**src/rtl/gpio_bbm_port.sv**
```systemverilog
module gpio_bbm_port #(
  parameter int WIDTH       = 8,
  parameter int SYNC_STAGES = 2
) (
  input  logic             clk,
  input  logic             rst_n,
  input  logic             wr_en,
  input  logic [1:0]       addr,
  input  logic [WIDTH-1:0] wdata,
  output logic [WIDTH-1:0] rdata,
  input  logic [WIDTH-1:0] pad_in,
  input  logic             pull_dis,
  output logic [WIDTH-1:0] pad_out,
  output logic [WIDTH-1:0] pad_oe,
  output logic [WIDTH-1:0] pad_pu
);

  localparam logic [1:0] A_DIR  = 2'd0;
  localparam logic [1:0] A_VAL  = 2'd1;
  localparam logic [1:0] A_PIN  = 2'd2;
  localparam logic [1:0] A_CTRL = 2'd3;

  logic [WIDTH-1:0] dir_q, port_q, hold_q;
  logic             bbm_en;
  logic [WIDTH-1:0] sync_q [SYNC_STAGES];

  wire wr_dir  = wr_en && addr == A_DIR;
  wire wr_val  = wr_en && addr == A_VAL;
  wire wr_pin  = wr_en && addr == A_PIN;
  wire wr_ctrl = wr_en && addr == A_CTRL;

  wire [WIDTH-1:0] rising_dir = wdata & ~dir_q;

  always_ff @(posedge clk or negedge rst_n) begin
    if (!rst_n) begin
      dir_q  <= '0;
      port_q <= '0;
      hold_q <= '0;
      bbm_en <= 1'b0;
    end else begin
      hold_q <= (wr_dir && bbm_en) ? rising_dir : '0;
      if (wr_dir)  dir_q  <= wdata;
      if (wr_val)  port_q <= wdata;
      if (wr_pin)  port_q <= port_q ^ wdata;
      if (wr_ctrl) bbm_en <= wdata[0];
    end
  end

  generate
    for (genvar s = 0; s < SYNC_STAGES; s++) begin : g_sync
      always_ff @(posedge clk or negedge rst_n) begin
        if (!rst_n)     sync_q[s] <= '0;
        else if (s == 0) sync_q[s] <= pad_in;
        else            sync_q[s] <= sync_q[s-1];
      end
    end
  endgenerate

  assign pad_oe  = dir_q & ~hold_q;
  assign pad_out = port_q & pad_oe;
  assign pad_pu  = ~dir_q & port_q & ~hold_q & {WIDTH{~pull_dis}};

  always_comb begin
    case (addr)
      A_DIR:   rdata = dir_q;
      A_VAL:   rdata = port_q;
      A_PIN:   rdata = sync_q[SYNC_STAGES-1];
      default: rdata = {{(WIDTH-1){1'b0}}, bbm_en};
    endcase
  end

  p_toggle_r1: assert property (@(posedge clk) disable iff (!rst_n)
    wr_pin |=> port_q == ($past(port_q) ^ $past(wdata)));

  p_bbm_gap_r3: assert property (@(posedge clk) disable iff (!rst_n)
    (wr_dir && bbm_en) |=> (pad_oe & ($past(wdata) & ~$past(dir_q))) == '0);

  p_gap_one_cycle_r3: assert property (@(posedge clk) disable iff (!rst_n)
    (|hold_q) |=> (pad_oe & $past(hold_q)) == ($past(hold_q) & dir_q));

  p_off_now_r4: assert property (@(posedge clk) disable iff (!rst_n)
    wr_dir |=> (pad_oe & ~$past(wdata)) == '0);

  p_direct_r5: assert property (@(posedge clk) disable iff (!rst_n)
    (wr_dir && !bbm_en) |=> pad_oe == $past(wdata));

  p_pull_off_r6: assert property (@(posedge clk) disable iff (!rst_n)
    pull_dis |-> pad_pu == '0);

  p_pu_oe_excl_r7: assert property (@(posedge clk) disable iff (!rst_n)
    (pad_pu & pad_oe) == '0);

endmodule

```
**config.mk**
```make
export PLATFORM = sky130hd
export DESIGN_NAME = gpio_bbm_port
export DESIGN_NICKNAME = d
export VERILOG_FILES = /design/src/rtl/gpio_bbm_port.sv
export SDC_FILE = /design/constraint.sdc
export NUM_CORES = 1
export LEC_CHECK = 0
export ABC_AREA = 1
export CORE_MARGIN = 2
export CORE_UTILIZATION = 25
export DETAILED_ROUTE_END_ITERATION = 16
export DONT_BUFFER_PORTS = 1
export PLACE_DENSITY = 0.35
export SYNTH_ARGS = -nofsm -noshare
export SYNTH_HDL_FRONTEND = slang
export SYNTH_SLANG_ARGS = --single-unit
```
**constraint.sdc**
```tcl
create_clock -name clk -period 2 [get_ports clk]
set_clock_uncertainty 0.05 [all_clocks]
set_input_delay 0.2 -clock clk [delete_from_list [all_inputs] [get_ports clk]]
set_output_delay 0.2 -clock clk [all_outputs]
set_load 0.005 [all_outputs]
```
==> impl_metrics.tcl <==
set metrics [dict create \
    clockRootBuffer "clkbuf_8" \
    first_global_vias 1460 \
    hold_depth 2 \
    grt_use_met3_pct 4.11 \
    yosysMostFrequentCell "nand2_1" \
    fill_cells 785 \
    routed_wirelength_mm 5.34 \
    ant_nets 0 \
    max_freq_mhz 709 \
    startpoint "port_q[4]" \
    cts_resized 0 \
    async_flop_share_pct 100 \
    max_stage_delay_ns 0.41 \
    netlist_top_cells_area "dfrtp_1, nand2_1, inv_1, nand3_1, nor3_1" \
    drive_above_1_share_pct 8.94 \
    setup_tns_ns 0 \
    ys.flop_type "dfrtp_1" \
    synthDominantAreaCellType "dfrtp_1" \
    numCtsBuffers 5 \
    start_kind "register" \
    drtIter0Drc 117 \
    diodes 0 \
    ff_latch_area_um2 1030 \
    gp_congestion 0.763 \
    power_leakage_nw 1.11 \
    finalCriticalPeriod_ns 1.41 \
    path_cells "inv_1 -> nor4_1" \
    clock-sinks 41 \
    status "complete, no violations" \
    synth_top_area_share_pct 53.4 \
    num_vias 1497 \
    firstDrtPassIters 4 \
    globalRouteOverflowTotal 0 \
    fin_area_um2 2280 \
    post-route-period-util_pct 70.5 \
    busiest_layer "met2" \
    synth.distinct_cells 22 \
    coreArea_um2 7330 \
    cts_tree "built" \
    syn_area_um2 1920 \
    finalNetCount 267 \
    multi_input_area_um2 709 \
    groute.usage.overall_pct 13.1 \
    antenna_found_initial 0 \
    synth_edf_count 0 \
    clk_pin_slew_ns 0.08 \
    drv_cap 0 \
    grt_use_met1_pct 18.0 \
    p_per_area_nw_per_um2 795 \
    routed_via_density 4.34 \
    ioPinCount 54 \
    synthCells 225 \
    ys_seq_elements 41 \
    required_ns 1.75 \
    critPathMaxFanout 4 \
    die_area_um2 8400 \
    cts_max_level 2 \
    place_hpwl_mm 3.52 \
    slew_viol_final 0 \
    drcViolationCount 0 \
    area_growth_pct 18.5 \
    die_w_um 91.7 \
    critPathKind "reg2out" \
    worstReg2RegEnd "port_q[7]" \
    seq_area_frac_synth_pct 53.4 \
    cts.path.max_buffers 2 \
    initial_core_util_pct 26.2 \
    endpoint_kind "primary output" \
    hold_path_class "in2reg" \
    ir_worst_vdd_mv 0.266 \
    r2r_setup_slack_ns 1.06 \
    setup_viol 0 \
    place_area_um2 2000 \
    yosys_warnings 0 \
    synthTopCellsByCount "nand2_1, dfrtp_1, inv_1" \
    maxSlewHeadroom_pct 62.3 \
    worstMarginPinSlew_ns 0.564 \
    min_to "hold_q[0]" \
    dieHeight_um 91.7 \
    io_buffer_count 0 \
    grt_pass1_wl_mm 8.35 \
    grt_use_met2_pct 20.1 \
    syn_avg_cell_area_um2 8.54 \
    hold_viol_final 0 \
    num_rows 31 \
    crit_arrival_ns 1.16 \
    worstHoldStart "wdata[0]" \
    synthesis.nets 247 \
    slowest_stage "nor4_1" \
    clock_latency_ns 0.29 \
    rsz0062_at_grt "no" \
    rr_worst_depth 5 \
    r2r_start "port_q[7]" \
    grt_max_degree 42 \
    wl_per_cell_um 15.5 \
]
-- sequential cells by signal, summed over array words and instances, names as in the netlist --
| register | count |
|---|---|
| dir_q | 8 |
| hold_q | 8 |
| port_q | 8 |
| sync_q | 16 |
| bbm_en | 1 |
-- critical path, delay by kind of cell, from the launching register on --
kind          cells  cell delay (ns)
flops             1             0.40
buf+inv           1             0.07
simple gates      1             0.41
-- routing by layer --
layer,vias to the layer above,routed length [um]
met4,0,29
met3,2,317
met1,708,2510
met5,-,0
met2,35,2480
li1,752,-
-- placed cells by master (no fill, tap or decap), types with 6 or more instances in the layout --
cell	instances
o211ai_1	7
nand3_1	16
nand2_1	70
dfrtp_1	41
o21ai_2	6
nor4_1	8
inv_1	34
nor3_1	15
nor2_1	9
dlygate4sd3_1	17
-- through the flow --
step / worst slack (ns) / total power, mW / std cells / hold WS [ns] / utilization (%)
floorplan: 1.03 / 1.19 / 225 / -0.146 / -
global placement: 0.769 / 1.26 / 319 / -0.144 / 27.3
detailed placement: 0.754 / 1.25 / 319 / -0.144 / 27.3
CTS: 0.559 / 1.85 / 345 / 0.0158 / 31.0
global route: 0.431 / 1.92 / 345 / 0.0426 / 31.0
finish: 0.590 / 1.81 / 345 / 0.0268 / 31.0
-- report_power, final --
part	internal (mW)	total, mW	switching, mW
combinational	0.112	0.315	0.202
sequential	0.903	0.968	0.0655
clock	0.248	0.526	0.278
-- what timing repair did --
item	CTS	global route
hold buffers	18	0
hold endpoints to repair	64	0
buffers inserted	0	0
-- cells by family after synthesis --
kind of cell | share of synthesized area, %
AND/OR/NAND/NOR | 30.7
buffers and inverters | 9.64
flip-flops | 53.4
AO/OA/AOI/OAI | 6.25
-- area by class of cell --
class | count | area share [%]
Inverter | 37 | 6.10
Sequential cell | 41 | 45.1
Clock buffer | 8 | 3.52
Timing Repair Buffer | 18 | 8.69
Tap cell | 99 | 5.44
Multi-Input combinational cell | 142 | 31.2
-- how the worst max path moves through the flow --
| stage | end | slack, ns | cells past startpoint |
|---|---|---|---|
| floorplan | port_q[0] | 1.03 | 6 |
| global placement | rdata[4] | 0.77 | 4 |
| detailed placement | hold_q[0] | 0.75 | 5 |
| CTS | pad_pu[4] | 0.56 | 2 |
| global route | pad_pu[4] | 0.43 | 2 |
| finish | pad_pu[4] | 0.59 | 2 |
Note: power is estimated with default switching activity, not from simulation.
